[config.mk]
export PLATFORM = sky130hd
export DESIGN_NAME = bus_seq_top
export DESIGN_NICKNAME = d
export VERILOG_FILES = /design/src/rtl/bus_seq_pkg.sv /design/src/rtl/bus_seq_fsm.sv /design/src/rtl/bus_seq_strobe.sv /design/src/rtl/bus_seq_refresh.sv /design/src/rtl/bus_seq_top.sv
export SDC_FILE = /design/constraint.sdc
export NUM_CORES = 1
export LEC_CHECK = 0
export ABC_AREA = 0
export CAP_MARGIN = 20
export CELL_PAD_IN_SITES_DETAIL_PLACEMENT = 0
export CELL_PAD_IN_SITES_GLOBAL_PLACEMENT = 1
export CORE_UTILIZATION = 45
export DETAILED_ROUTE_END_ITERATION = 12
export DONT_BUFFER_PORTS = 1
export PLACE_DENSITY_LB_ADDON = 0.1
export SLEW_MARGIN = 25
export SYNTH_ARGS = -nofsm -noshare
export SYNTH_HDL_FRONTEND = slang
export SYNTH_HIERARCHICAL = 1
export SYNTH_SLANG_ARGS = --single-unit
[constraint.sdc]
create_clock -name clk -period 3.9 [get_ports clk]
set_clock_uncertainty 0.2 [all_clocks]
set_input_delay 0.585 -clock clk [delete_from_list [all_inputs] [get_ports clk]]
set_output_delay 0.585 -clock clk [all_outputs]
set_load 0.005 [all_outputs]
[src/rtl/bus_seq_pkg.sv]
package bus_seq_pkg;

  typedef enum logic [2:0] {
    CYC_FETCH = 3'd0,
    CYC_MRD   = 3'd1,
    CYC_MWR   = 3'd2,
    CYC_IORD  = 3'd3,
    CYC_IOWR  = 3'd4,
    CYC_INTA  = 3'd5
  } cyc_e;

  localparam logic [2:0] CYC_LAST = 3'd5;

  typedef enum logic [2:0] {
    ST_IDLE, ST_T1, ST_T2, ST_TW, ST_T3, ST_T4
  } tst_e;

  typedef logic [1:0] twc_t;
  localparam twc_t TWC_MAX = 2'd3;

  typedef struct packed {
    logic m1_n;
    logic mreq_n;
    logic iorq_n;
    logic rd_n;
    logic wr_n;
    logic rfsh_n;
    logic dout_oe;
    logic done;
  } strb_t;

  localparam strb_t STRB_IDLE = '{m1_n: 1'b1, mreq_n: 1'b1, iorq_n: 1'b1,
                                  rd_n: 1'b1, wr_n: 1'b1, rfsh_n: 1'b1,
                                  dout_oe: 1'b0, done: 1'b0};

  function automatic logic is_m1(cyc_e c);
    return (c == CYC_FETCH) || (c == CYC_INTA);
  endfunction

  function automatic twc_t auto_waits(cyc_e c);
    case (c)
      CYC_IORD, CYC_IOWR: return 2'd1;
      CYC_INTA:           return 2'd2;
      default:            return 2'd0;
    endcase
  endfunction

endpackage

[src/rtl/bus_seq_fsm.sv]
module bus_seq_fsm
  import bus_seq_pkg::*;
(
  input  logic       clk,
  input  logic       rst,
  input  logic       start_i,
  input  logic [2:0] type_i,
  input  logic       wait_n_i,
  output tst_e       st_q,
  output tst_e       st_d,
  output logic       ph_q,
  output logic       ph_d,
  output cyc_e       typ_q,
  output cyc_e       typ_d,
  output twc_t       twc_d,
  output logic       accept_o
);

  twc_t twc_q;
  twc_t twc_inc;
  logic more_wait;

  assign accept_o = (st_q == ST_IDLE) && start_i && (type_i <= CYC_LAST);
  assign twc_inc  = (twc_q == TWC_MAX) ? twc_q : twc_q + 2'd1;

  always_comb begin
    st_d      = st_q;
    ph_d      = ph_q;
    typ_d     = typ_q;
    twc_d     = twc_q;
    more_wait = 1'b0;
    if (st_q == ST_IDLE) begin
      if (accept_o) begin
        st_d  = ST_T1;
        ph_d  = 1'b0;
        typ_d = cyc_e'(type_i);
        twc_d = '0;
      end
    end else if (!ph_q) begin
      ph_d = 1'b1;
    end else begin
      ph_d = 1'b0;
      case (st_q)
        ST_T1: st_d = ST_T2;
        ST_T2, ST_TW: begin
          // waits completed once this state ends
          twc_d     = (st_q == ST_TW) ? twc_inc : '0;
          more_wait = (twc_d < auto_waits(typ_q)) || !wait_n_i;
          st_d      = more_wait ? ST_TW : ST_T3;
        end
        ST_T3:   st_d = is_m1(typ_q) ? ST_T4 : ST_IDLE;
        default: st_d = ST_IDLE;
      endcase
    end
  end

  always_ff @(posedge clk) begin
    if (rst) begin
      st_q  <= ST_IDLE;
      ph_q  <= 1'b0;
      typ_q <= CYC_FETCH;
      twc_q <= '0;
    end else begin
      st_q  <= st_d;
      ph_q  <= ph_d;
      typ_q <= typ_d;
      twc_q <= twc_d;
    end
  end

endmodule

[src/rtl/bus_seq_strobe.sv]
module bus_seq_strobe
  import bus_seq_pkg::*;
(
  input  logic  clk,
  input  logic  rst,
  input  tst_e  st_i,
  input  logic  ph_i,
  input  cyc_e  typ_i,
  input  twc_t  twc_i,
  output strb_t strb_q
);

  strb_t s;
  logic  a, b, t1, t2, tw, t3, t4;

  assign a  = !ph_i;
  assign b  = ph_i;
  assign t1 = (st_i == ST_T1);
  assign t2 = (st_i == ST_T2);
  assign tw = (st_i == ST_TW);
  assign t3 = (st_i == ST_T3);
  assign t4 = (st_i == ST_T4);

  always_comb begin
    s = STRB_IDLE;
    case (typ_i)
      CYC_FETCH, CYC_INTA: begin
        s.m1_n   = !(t1 | t2 | tw);
        s.rfsh_n = !(t3 | t4);
        s.mreq_n = !((t3 & b) | (t4 & a) |
                     ((typ_i == CYC_FETCH) & ((t1 & b) | t2 | tw)));
        s.rd_n   = !((typ_i == CYC_FETCH) & ((t1 & b) | t2 | tw));
        s.iorq_n = !((typ_i == CYC_INTA) & tw & (twc_i != '0));
        s.done   = t4 & b;
      end
      CYC_MRD, CYC_MWR: begin
        s.mreq_n  = !((t1 & b) | t2 | tw | (t3 & a));
        s.rd_n    = !((typ_i == CYC_MRD) & ((t1 & b) | t2 | tw | (t3 & a)));
        s.wr_n    = !((typ_i == CYC_MWR) & ((t2 & b) | tw | (t3 & a)));
        s.dout_oe = (typ_i == CYC_MWR) & ((t1 & b) | t2 | tw | t3);
        s.done    = t3 & b;
      end
      default: begin
        s.iorq_n  = !(t2 | tw | (t3 & a));
        s.rd_n    = !((typ_i == CYC_IORD) & (t2 | tw | (t3 & a)));
        s.wr_n    = !((typ_i == CYC_IOWR) & (t2 | tw | (t3 & a)));
        s.dout_oe = (typ_i == CYC_IOWR) & ((t1 & b) | t2 | tw | t3);
        s.done    = t3 & b;
      end
    endcase
  end

  always_ff @(posedge clk) begin
    if (rst) strb_q <= STRB_IDLE;
    else     strb_q <= s;
  end

endmodule

[src/rtl/bus_seq_refresh.sv]
module bus_seq_refresh #(
  parameter int RFW = 7
) (
  input  logic           clk,
  input  logic           rst,
  input  logic           adv_i,
  output logic [RFW-1:0] cnt_o
);

  always_ff @(posedge clk) begin
    if (rst)        cnt_o <= '0;
    else if (adv_i) cnt_o <= cnt_o + 1'b1;
  end

endmodule

[src/rtl/bus_seq_top.sv]
module bus_seq_top
  import bus_seq_pkg::*;
#(
  parameter int AW  = 16,
  parameter int DW  = 8,
  parameter int RFW = 7
) (
  input  logic          clk,
  input  logic          rst,
  input  logic          start_i,
  input  logic [2:0]    cyc_type_i,
  input  logic [AW-1:0] addr_i,
  input  logic [DW-1:0] wdata_i,
  input  logic          wait_n_i,
  input  logic [DW-1:0] dbus_i,
  output logic [AW-1:0] abus_o,
  output logic          abus_oe_o,
  output logic [DW-1:0] dbus_o,
  output logic          dbus_oe_o,
  output logic          m1_n_o,
  output logic          mreq_n_o,
  output logic          iorq_n_o,
  output logic          rd_n_o,
  output logic          wr_n_o,
  output logic          rfsh_n_o,
  output logic [DW-1:0] rdata_o,
  output logic          done_o
);

  localparam int IOAW = AW / 2;

  tst_e           st_q, st_d;
  logic           ph_q, ph_d;
  cyc_e           typ_q, typ_d;
  twc_t           twc_d;
  logic           accept;
  strb_t          strb;
  logic [RFW-1:0] rfc;
  logic [AW-1:0]  addr_h, addr_src;
  logic [DW-1:0]  wdata_h;
  logic           cap_m1, cap_rd, rf_adv, is_io_d;

  bus_seq_fsm fsm_i (
    .clk(clk), .rst(rst), .start_i(start_i), .type_i(cyc_type_i),
    .wait_n_i(wait_n_i), .st_q(st_q), .st_d(st_d), .ph_q(ph_q), .ph_d(ph_d),
    .typ_q(typ_q), .typ_d(typ_d), .twc_d(twc_d), .accept_o(accept)
  );

  bus_seq_strobe strobe_i (
    .clk(clk), .rst(rst), .st_i(st_d), .ph_i(ph_d), .typ_i(typ_d),
    .twc_i(twc_d), .strb_q(strb)
  );

  assign rf_adv = (st_q == ST_T4) && ph_q;

  bus_seq_refresh #(.RFW(RFW)) refresh_i (
    .clk(clk), .rst(rst), .adv_i(rf_adv), .cnt_o(rfc)
  );

  assign addr_src = accept ? addr_i : addr_h;
  assign is_io_d  = (typ_d == CYC_IORD) || (typ_d == CYC_IOWR);

  always_ff @(posedge clk) begin
    if (rst) begin
      addr_h    <= '0;
      wdata_h   <= '0;
      abus_o    <= '0;
      abus_oe_o <= 1'b0;
    end else begin
      if (accept) begin
        addr_h  <= addr_i;
        wdata_h <= wdata_i;
      end
      abus_oe_o <= (st_d != ST_IDLE);
      if (((st_d == ST_T3) || (st_d == ST_T4)) && is_m1(typ_d))
        abus_o <= {{(AW-RFW){1'b0}}, rfc};
      else if (st_d != ST_IDLE)
        abus_o <= is_io_d ? {{(AW-IOAW){1'b0}}, addr_src[IOAW-1:0]} : addr_src;
    end
  end

  // capture points: edge entering T3 for M1 cycles, mid T3 otherwise
  assign cap_m1 = ((st_q == ST_T2) || (st_q == ST_TW)) && ph_q &&
                  (st_d == ST_T3) && is_m1(typ_q);
  assign cap_rd = (st_q == ST_T3) && !ph_q &&
                  ((typ_q == CYC_MRD) || (typ_q == CYC_IORD));

  always_ff @(posedge clk) begin
    if (rst)                  rdata_o <= '0;
    else if (cap_m1 | cap_rd) rdata_o <= dbus_i;
  end

  assign dbus_o    = wdata_h;
  assign dbus_oe_o = strb.dout_oe;
  assign m1_n_o    = strb.m1_n;
  assign mreq_n_o  = strb.mreq_n;
  assign iorq_n_o  = strb.iorq_n;
  assign rd_n_o    = strb.rd_n;
  assign wr_n_o    = strb.wr_n;
  assign rfsh_n_o  = strb.rfsh_n;
  assign done_o    = strb.done;

endmodule

==> results of run 1 <==
## how the worst max path moves through the flow
| stage | endpoint | cells past startpoint | slack [ns] | start |
|---|---|---|---|---|
| after floorplan | abus_o[13]$_SDFFE_PP0P_ | 14 | 0.86 | fsm_i/st_q[2]$_SDFF_PP0_ |
| after global placement | abus_o[10]$_SDFFE_PP0P_ | 11 | 0.50 | fsm_i/st_q[0]$_SDFF_PP0_ |
| after detailed placement | abus_o[14]$_SDFFE_PP0P_ | 11 | 0.40 | fsm_i/st_q[0]$_SDFF_PP0_ |
| after CTS | abus_o[14]$_SDFFE_PP0P_ | 11 | 0.35 | fsm_i/st_q[0]$_SDFF_PP0_ |
| after global routing | abus_o[13]$_SDFFE_PP0P_ | 11 | 0.05 | fsm_i/st_q[0]$_SDFF_PP0_ |
| final | abus_o[10]$_SDFFE_PP0P_ | 11 | 0.35 | fsm_i/st_q[0]$_SDFF_PP0_ |
## area by class of cell
cell class / instances / area, sq um
Fill cell: 683 / 3363
Clock buffer: 10 / 127.6
Clock inverter: 6 / 92.59
Multi-Input combinational cell: 252 / 1697
Sequential cell: 73 / 1461
Inverter: 4 / 15.01
Timing Repair Buffer: 4 / 30.03
Tap cell: 96 / 120.1
## cells in the mapped netlist, types with 2 or more instances
library cell | instances | area, sq um
sky130_fd_sc_hd__nor2_1 | 44 | 165.2
sky130_fd_sc_hd__and3b_1 | 2 | 17.52
sky130_fd_sc_hd__nand2b_1 | 16 | 100.1
sky130_fd_sc_hd__nand3b_1 | 11 | 82.58
sky130_fd_sc_hd__buf_2 | 6 | 30.03
sky130_fd_sc_hd__nand4_1 | 2 | 12.51
sky130_fd_sc_hd__dfxtp_1 | 73 | 1461
sky130_fd_sc_hd__xnor2_1 | 4 | 35.03
sky130_fd_sc_hd__nor2b_1 | 16 | 100.1
sky130_fd_sc_hd__buf_6 | 3 | 33.78
sky130_fd_sc_hd__or2_2 | 3 | 18.77
sky130_fd_sc_hd__nor3b_1 | 3 | 22.52
sky130_fd_sc_hd__o31ai_1 | 2 | 15.01
sky130_fd_sc_hd__xor2_1 | 5 | 43.79
sky130_fd_sc_hd__o22a_1 | 2 | 17.52
sky130_fd_sc_hd__nand2_1 | 15 | 56.30
sky130_fd_sc_hd__a211oi_1 | 2 | 15.01
sky130_fd_sc_hd__nor3_1 | 7 | 35.03
sky130_fd_sc_hd__mux2_2 | 8 | 90.09
sky130_fd_sc_hd__or3_1 | 3 | 18.77
sky130_fd_sc_hd__mux2i_1 | 25 | 250.2
sky130_fd_sc_hd__ha_1 | 2 | 25.02
sky130_fd_sc_hd__a21oi_1 | 10 | 50.05
sky130_fd_sc_hd__inv_1 | 4 | 15.01
sky130_fd_sc_hd__clkbuf_1 | 8 | 30.03
sky130_fd_sc_hd__a22oi_1 | 8 | 60.06
sky130_fd_sc_hd__nand3_1 | 3 | 15.01
sky130_fd_sc_hd__o21ai_0 | 30 | 150.1
## critical path, cell delays in order (launching register included)
cell,delay (ns)
sky130_fd_sc_hd__dfxtp_1,0.54
sky130_fd_sc_hd__nand3b_1,0.15
sky130_fd_sc_hd__nor2_1,0.14
sky130_fd_sc_hd__ha_1,0.23
sky130_fd_sc_hd__nand2_1,0.08
sky130_fd_sc_hd__a221oi_1,0.07
sky130_fd_sc_hd__or4b_2,0.68
sky130_fd_sc_hd__nand3_1,0.35
sky130_fd_sc_hd__or3b_1,0.31
sky130_fd_sc_hd__or2_0,0.39
sky130_fd_sc_hd__nand2b_2,0.22
sky130_fd_sc_hd__nor2_1,0.14
## registers in the layout, indices dropped and copies added, names as in the netlist
name             flops
strobe_i/strb_q      8
abus_o              16
addr_h              16
fsm_i/st_q           3
refresh_i/cnt_o      7
fsm_i/typ_q          3
abus_oe_o            1
dbus_o               8
fsm_i/ph_q           1
rdata_o              8
fsm_i/twc_q          2
## per-layer routing
layer / global-route usage / vias up / wire [um]
met5: 0 / - / 0
met4: 0.09389 / 0 / 127
met3: 0.05782 / 9 / 454
met2: 0.2734 / 69 / 3022
met1: 0.2469 / 1094 / 3234
li1: - / 1206 / -
## power groups by stage
| stage | logic, W | clock network (W) | registers, W |
|---|---|---|---|
| after global placement | 0.000298 | 0 | 0.000862 |
| after floorplan | 0.000262 | 0 | 0.000847 |
| after global routing | 0.000339 | 0.000701 | 0.000851 |
| after detailed placement | 0.000300 | 0 | 0.000861 |
| final | 0.000300 | 0.000647 | 0.000843 |
| after CTS | 0.000303 | 0.000671 | 0.000844 |
## through the flow
| step | cell area (sq um) | instances | setup WS [ns] | util | total power (W) |
|---|---|---|---|---|---|
| finish | 3543 | 445 | 0.3489 | 0.5130 | 0.001790 |
| global route | 3543 | 445 | 0.05451 | 0.5130 | 0.001890 |
| CTS | 3543 | 445 | 0.3536 | 0.5130 | 0.001817 |
| detailed placement | 3323 | 429 | 0.3986 | 0.4812 | 0.001161 |
| global placement | 3323 | 429 | 0.4987 | 0.4812 | 0.001161 |
| floorplan | 3278 | 348 | 0.8629 | - | 0.001109 |
## cells by family after synthesis
| kind of cell | count (synthesis) | synth area share |
|---|---|---|
| compound gates | 67 | 0.1344 |
| xor+xnor | 9 | 0.02404 |
| fa+ha+maj | 2 | 0.007632 |
| buf+inv | 23 | 0.03664 |
| flops | 73 | 0.4458 |
| mux | 34 | 0.1084 |
| simple gates | 140 | 0.2431 |
==> run summary, run 1 <==
The flow ran to the end, and the final reports show no timing, DRC or antenna violations. The worst register-to-register path ends at abus_o[10]$_SDFFE_PP0P_. Summed over all failing endpoints, the final setup total negative slack is 0 ns. Across the VDD grid, the largest voltage drop is 233.3 uV. The clock net in this run drives a total of 73 sinks. The end point of the most critical hold path is refresh_i/cnt_o[5]$_SDFFE_PP0P_. Measured in cells, the most critical reg-to-reg path has a length of 11. Post-CTS timing repair inserted 0 buffers for setup.

The sequential share of the synthesized area is 0.4458. Top flip-flop cell by instance count after synthesis: sky130_fd_sc_hd__dfxtp_1. The clock-pin slew on the worst setup and hold paths is 0.08 ns. The most frequent standard cell in the layout excluding fill and tap cells is sky130_fd_sc_hd__dfxtp_1. The critical path capture point type is a flip-flop. The first detailed-routing pass ran for 5 iterations. The final layout contains 385 nets.

The first global-routing pass estimated 10,760 um of wire. The run gives 0.4746 as the effective utilization at floorplan. The die covers 7630 sq um. In this run the critical register-to-register path is launched from fsm_i/st_q[0]$_SDFF_PP0_. The total overflow left after global routing is 0. The cell count after synthesis came out at 348. Row generation in the floorplan step produced 30 rows. The tools report the clock tree root driver cell as sky130_fd_sc_hd__clkbuf_8. The weighted congestion reported at the end of routability-driven placement came out at 0.7946. Dividing the detail-routed via count by the number of cells gives 5.344. The hold violation count in the final report was 0. The number of synthesized flops with an enable pin is 0, and the number of remaining DRC errors is 0. The routed layout has 2,378 vias. For the worst setup slack for register-to-register paths, the log shows 0.35 ns.

After clock tree synthesis, the flow added hold-fix buffers numbering 0. Data on the critical path is required at its endpoint by 3.98 ns. The worst hold path begins at rst. Across the run, the number of max-cap violations was 0. The number of antenna violations at the first check in global routing is 0.

The tools report the type of origin of the critical path as a flip-flop. The final layout contains routed wiring with a total length of 6838 um. In this run, synthesis produced a sequential element count of 73. The number of nets handed over by synthesis was 389.

Leaving out fill and tap cells, the most frequent cells in the layout are sky130_fd_sc_hd__dfxtp_1 (73), sky130_fd_sc_hd__nor2_1 (44), sky130_fd_sc_hd__o21ai_0 (30). For the pin with the worst max-slew slack, the measured transition is 0.7863 ns. The maximum fanout count along the critical path is 10, and the hold-critical path depth is 1. In this run, the number of DRC markers left after iteration 0 of detailed routing was 119.

The analysis attributes to net switching a power of 0.0005043 W. The tools report the overall routing resource usage as 0.1867. The headroom to the max-slew limit was 0.4703; the final count of negative-setup-slack endpoints was 0. The power per unit of standard cell area works out to 505.1 nW/um^2. The fraction of power spent switching nets was 0.2818.

The die is 87.35 um tall. Number of levels in the clock H-tree: 3. In this run the cell area of the synthesized design comes to 3278 sq um. The final max-slew violation count is 0. The quantity of gates resized following cts is 0, and the area added between synthesis and finish is 8.092%.

Counting along the longest clock path gives a buffer depth of 2. For this design the top-level I/O count stands at 80. The tools report the total of warnings raised by yosys as 6.

The fraction of registers with async set/reset came out at 0. The share of power burned in registers came out at 0.471. TritonCTS built the clock tree. The maximum clock frequency was 281.6 MHz; the final antenna-violating net count was 0. The via count of the first global-routing pass is 2,142, and the count of port buffers added during placement is 0.

Kind of critical path: reg2reg. The cell-internal power came out at 0.001285 W. The run gives 0.35 ns as the latest clock arrival within the worst-skew pair.

After detailed routing, the average wire length per cell comes to 15.37 um. A synthesized cell averages 9.420 sq um. Setup repair after global routing left no endpoint under its margin. Combinational group share of total power: 0.167. The clock network fraction of design power was 0.362; the number of distinct library cells after synthesis was 59.

The path class of the tightest hold or removal check is in2reg. The die is 87.35 um wide. The final worst-path cycle share works out to 0.9105. The number of inserted diodes was 0; the post-detailed-placement half-perimeter wirelength was 4626 um.

The final-layout worst hold slack is 0.09545 ns, and the area of the placeable core is 6907 sq um. The number of clock buffers added by TritonCTS is 9. Subtracting the final worst setup slack from the clock period gives 3.551 ns. The fraction of final layout cells sized beyond drive strength 1 came out at 0.1175. STA puts the critical path data arrival time at 3.63 ns. The maximum number of pins on one net before global-route repair was 72; the leakage component of the power was 1.283 nW.
(Power assumes the default switching activity.)
==> run 2, diff against run 1 <==
Settings changed: CAP_MARGIN 20 to 15, CORE_MARGIN set to 2, SKIP_LAST_GASP set to 1.
==> run summary, run 2 (synthesis results as in run 1) <==
The time the final worst path needs with I/O delays and setup came out at 3.432 ns (-0.1191 ns). The detailed-routing wirelength on met1 was 3355 um (+3.7%). Final worst-path cycle share: 0.8800 (-0.03053). The most numerous cell type found on the critical path is sky130_fd_sc_hd__nor2_1. The endpoint identified for the worst register-to-register timing path is abus_o[7]$_SDFFE_PP0P_. The library cell contributing the largest single delay on the critical path was sky130_fd_sc_hd__or4b_2. For the final max-slew violation count, the log shows 0 (unchanged). The final wirelength is 7058 um (+3.2%), and the average vias per placed instance is 5.356 (+0.22%). The largest registers in the layout are abus_o (16), addr_h (16).

Total buffers and inverters traversed by the critical path: 0 (unchanged). The maximum resistive drop on vdd was 197.2 uV (-15%); the via count of the first global-routing pass was 2,190 (+2.2%). Leaving out fill and tap cells, the most frequent cell in the layout is sky130_fd_sc_hd__dfxtp_1. The tools report the critical register-to-register path startpoint as fsm_i/st_q[0]$_SDFF_PP0_. Count of port buffers added during placement: 0 (unchanged). For the hold violation count in the final report, the log shows 0 (unchanged). Critical path capture point type: a flip-flop.

The flow ran to the end, and the final reports show no timing, DRC or antenna violations. The cell sitting at the root of the clock tree is a sky130_fd_sc_hd__clkbuf_8. The net switching power was 0.0005150 W (+2.1%). The critical hold path startpoint was rst. The maximum number of pins on one net before global-route repair came out at 72 (unchanged).

The critical path goes through nand3b_1, nor2_1, ha_1, nand2_1, a221oi_1, or4b_2, nand3_2, or3b_1, or2_0, nand2b_2, nor2_1. The leakage component of the power is 1.274 nW (-0.68%), and the worst path required time is 3.98 ns (about the same). The total number of clock tree sinks is 73 (unchanged), and the die area is 7983 sq um (+4.6%). The average wire length per cell after detail routing is 15.79 um (+2.8%). For the worst setup slack for register-to-register paths, the log shows 0.47 ns (+0.12 ns). The sum of overflow across all layers after global routing was 0 (unchanged); the die span in x was 89.35 um (+2.3%).

The final count of negative-setup-slack endpoints was 0 (unchanged); the floorplan row count was 31 (+3.3%). The detailed-routing iteration count for the pre-antenna-repair pass is 4 (-1), and the number of antenna violations at the first check in global routing is 0 (unchanged). The worst stage delay on the critical path came out at 0.69 ns (about the same). In the layout the commonest cells are sky130_fd_sc_hd__dfxtp_1 (73), sky130_fd_sc_hd__nor2_1 (44), sky130_fd_sc_hd__o21ai_0 (30). The clock-pin slew on the worst setup and hold paths came out at 0.08 ns (about the same). The tools report the headroom to the max-slew limit as 0.4307 (-0.03960).

The end point of the most critical hold path was refresh_i/cnt_o[6]$_SDFFE_PP0P_. For the final-layout worst hold slack, the log shows 0.09412 ns (-0.001321 ns). The logs give 2,394 (+0.67%) for the count of vias placed by the detailed router and 0.486 (+0.015) for the share of power burned in registers. The type of the most critical hold path is in2reg.

The cell family contributing the most delay on the critical path is simple AND/OR/NAND/NOR gates. The number of levels in the clock H-tree was 3 (unchanged). The fraction of power spent switching nets was 0.2967 (+0.01487). The highest layer touched by signal routing is met4. The number of remaining DRC errors came out at 0 (unchanged). The kind of critical path was reg2reg. The post-CTS setup repair buffer count came out at 0 (unchanged). Buffer depth of the longest clock path: 2 (unchanged). Latest clock arrival within the worst-skew pair: 0.35 ns (about the same). The net count of the finished layout is 384 (-0.26%), and the post-route setup TNS is 0 ns (unchanged).

Maximum fanout count along the critical path: 10 (unchanged). The DRC violation total after the first TritonRoute iteration was 73 (-39%); the hold-critical path depth was 1 (unchanged). Detailed route wirelength on metal2: 3175 um (+5.1%). The final antenna-violating net count is 0 (unchanged). For the total clock buffers created by CTS, the log shows 9 (unchanged). Relative to the synthesized area, the layout overhead comes to 7.367%. The tools report the cell-internal power as 0.001221 W (-5.0%). The overall routing resource usage was 0.1778 (-0.008958); the wire length of the first global-routing pass was 10,740 um (-0.13%). The logs give 4649 um (+0.50%) for the post-detailed-placement half-perimeter wirelength and 0.8660 (+9.0%) for the weighted congestion reported at the end of routability-driven placement. The height of the die is 89.35 um (+2.3%). The depth of the most critical reg-to-reg path came out at 11 (unchanged).

Setup repair after global routing left no endpoint under its margin. The fraction of final layout cells sized beyond drive strength 1 is 0.1178 (+0.0003376), and the worst endpoint data arrival time is 3.52 ns (-0.11 ns). The transition time at the pin with the least slew margin was 0.8450 ns (+0.05878 ns). The number of primary I/O pins was 80 (unchanged); the number of inserted diodes was 0 (unchanged).

The wire length on met3 was 404 um (-11%). The power per unit of standard cell area was 493.3 nW/um^2 (-2.3%); the combinational group share of total power was 0.174 (+0.007). For the maximum clock frequency, the log shows 291.4 MHz (+3.5%). TritonCTS built the clock tree.

The type of origin of the critical path is a flip-flop. Max-capacitance violation count: 0 (unchanged). The clock network fraction of design power is 0.340 (-0.022), and the effective utilization at floorplan is 0.4593 (-0.01531).

The run gives 7137 sq um (+3.3%) as the area of the placeable core.
[run 2: how the worst max path moves through the flow]
stage               depth (start not counted)                      end  slack (ns)                      from
floorplan                                  14  abus_o[13]$_SDFFE_PP0P_        0.86  fsm_i/st_q[2]$_SDFF_PP0_
global placement                           11   abus_o[9]$_SDFFE_PP0P_        0.49  fsm_i/st_q[0]$_SDFF_PP0_
detailed placement                         11   abus_o[7]$_SDFFE_PP0P_        0.40  fsm_i/st_q[0]$_SDFF_PP0_
CTS                                        11  abus_o[14]$_SDFFE_PP0P_        0.36  fsm_i/st_q[0]$_SDFF_PP0_
global route                               11   abus_o[0]$_SDFFE_PP0P_        0.13  fsm_i/st_q[0]$_SDFF_PP0_
finish                                     11   abus_o[7]$_SDFFE_PP0P_        0.47  fsm_i/st_q[0]$_SDFF_PP0_
[run 2: area by class of cell]
| type | count | area [sq um] |
|---|---|---|
| fillers | 748 | 3617 |
| flip-flops and latches | 73 | 1461 |
| repair buffers | 3 | 22.52 |
| multi-input cells | 252 | 1702 |
| clock inverters | 6 | 67.56 |
| well taps | 99 | 123.9 |
| clock buffers | 10 | 127.6 |
| inverters | 4 | 15.01 |
[run 2: routing by layer]
| metal | track usage | vias to the layer above |
|---|---|---|
| met5 | 0 | - |
| met2 | 0.2700 | 67 |
| met4 | 0.08141 | 0 |
| met1 | 0.2298 | 1109 |
| met3 | 0.05725 | 13 |
| li1 | - | 1205 |
[run 2: per-stage QoR]
| stage | instance area [sq um] | std cells | worst slack, ns | utilization | total power (W) |
|---|---|---|---|---|---|
| 2_1_floorplan | 3278 | 348 | 0.8629 | - | 0.001109 |
| 3_3_place_gp | 3319 | 431 | 0.4949 | 0.4651 | 0.001159 |
| 3_5_place_dp | 3319 | 431 | 0.3996 | 0.4651 | 0.001164 |
| 4_1_cts | 3515 | 447 | 0.3629 | 0.4925 | 0.001757 |
| 5_1_grt | 3520 | 447 | 0.1310 | 0.4932 | 0.001829 |
| 6_report | 3520 | 447 | 0.4680 | 0.4932 | 0.001736 |
[run 2: repair_timing]
action / in CTS / in global routing
setup endpoints to repair: 0 / 3
hold buffers: 0 / 0
resized for setup: 0 / 1
[run 2: power groups by stage]
stage,logic (W),registers (W),clock network [W]
6_report,0.000302,0.000844,0.000590
5_1_grt,0.000340,0.000852,0.000638
4_1_cts,0.000305,0.000844,0.000608
3_5_place_dp,0.000303,0.000861,0
3_3_place_gp,0.000298,0.000860,0
2_1_floorplan,0.000262,0.000847,0
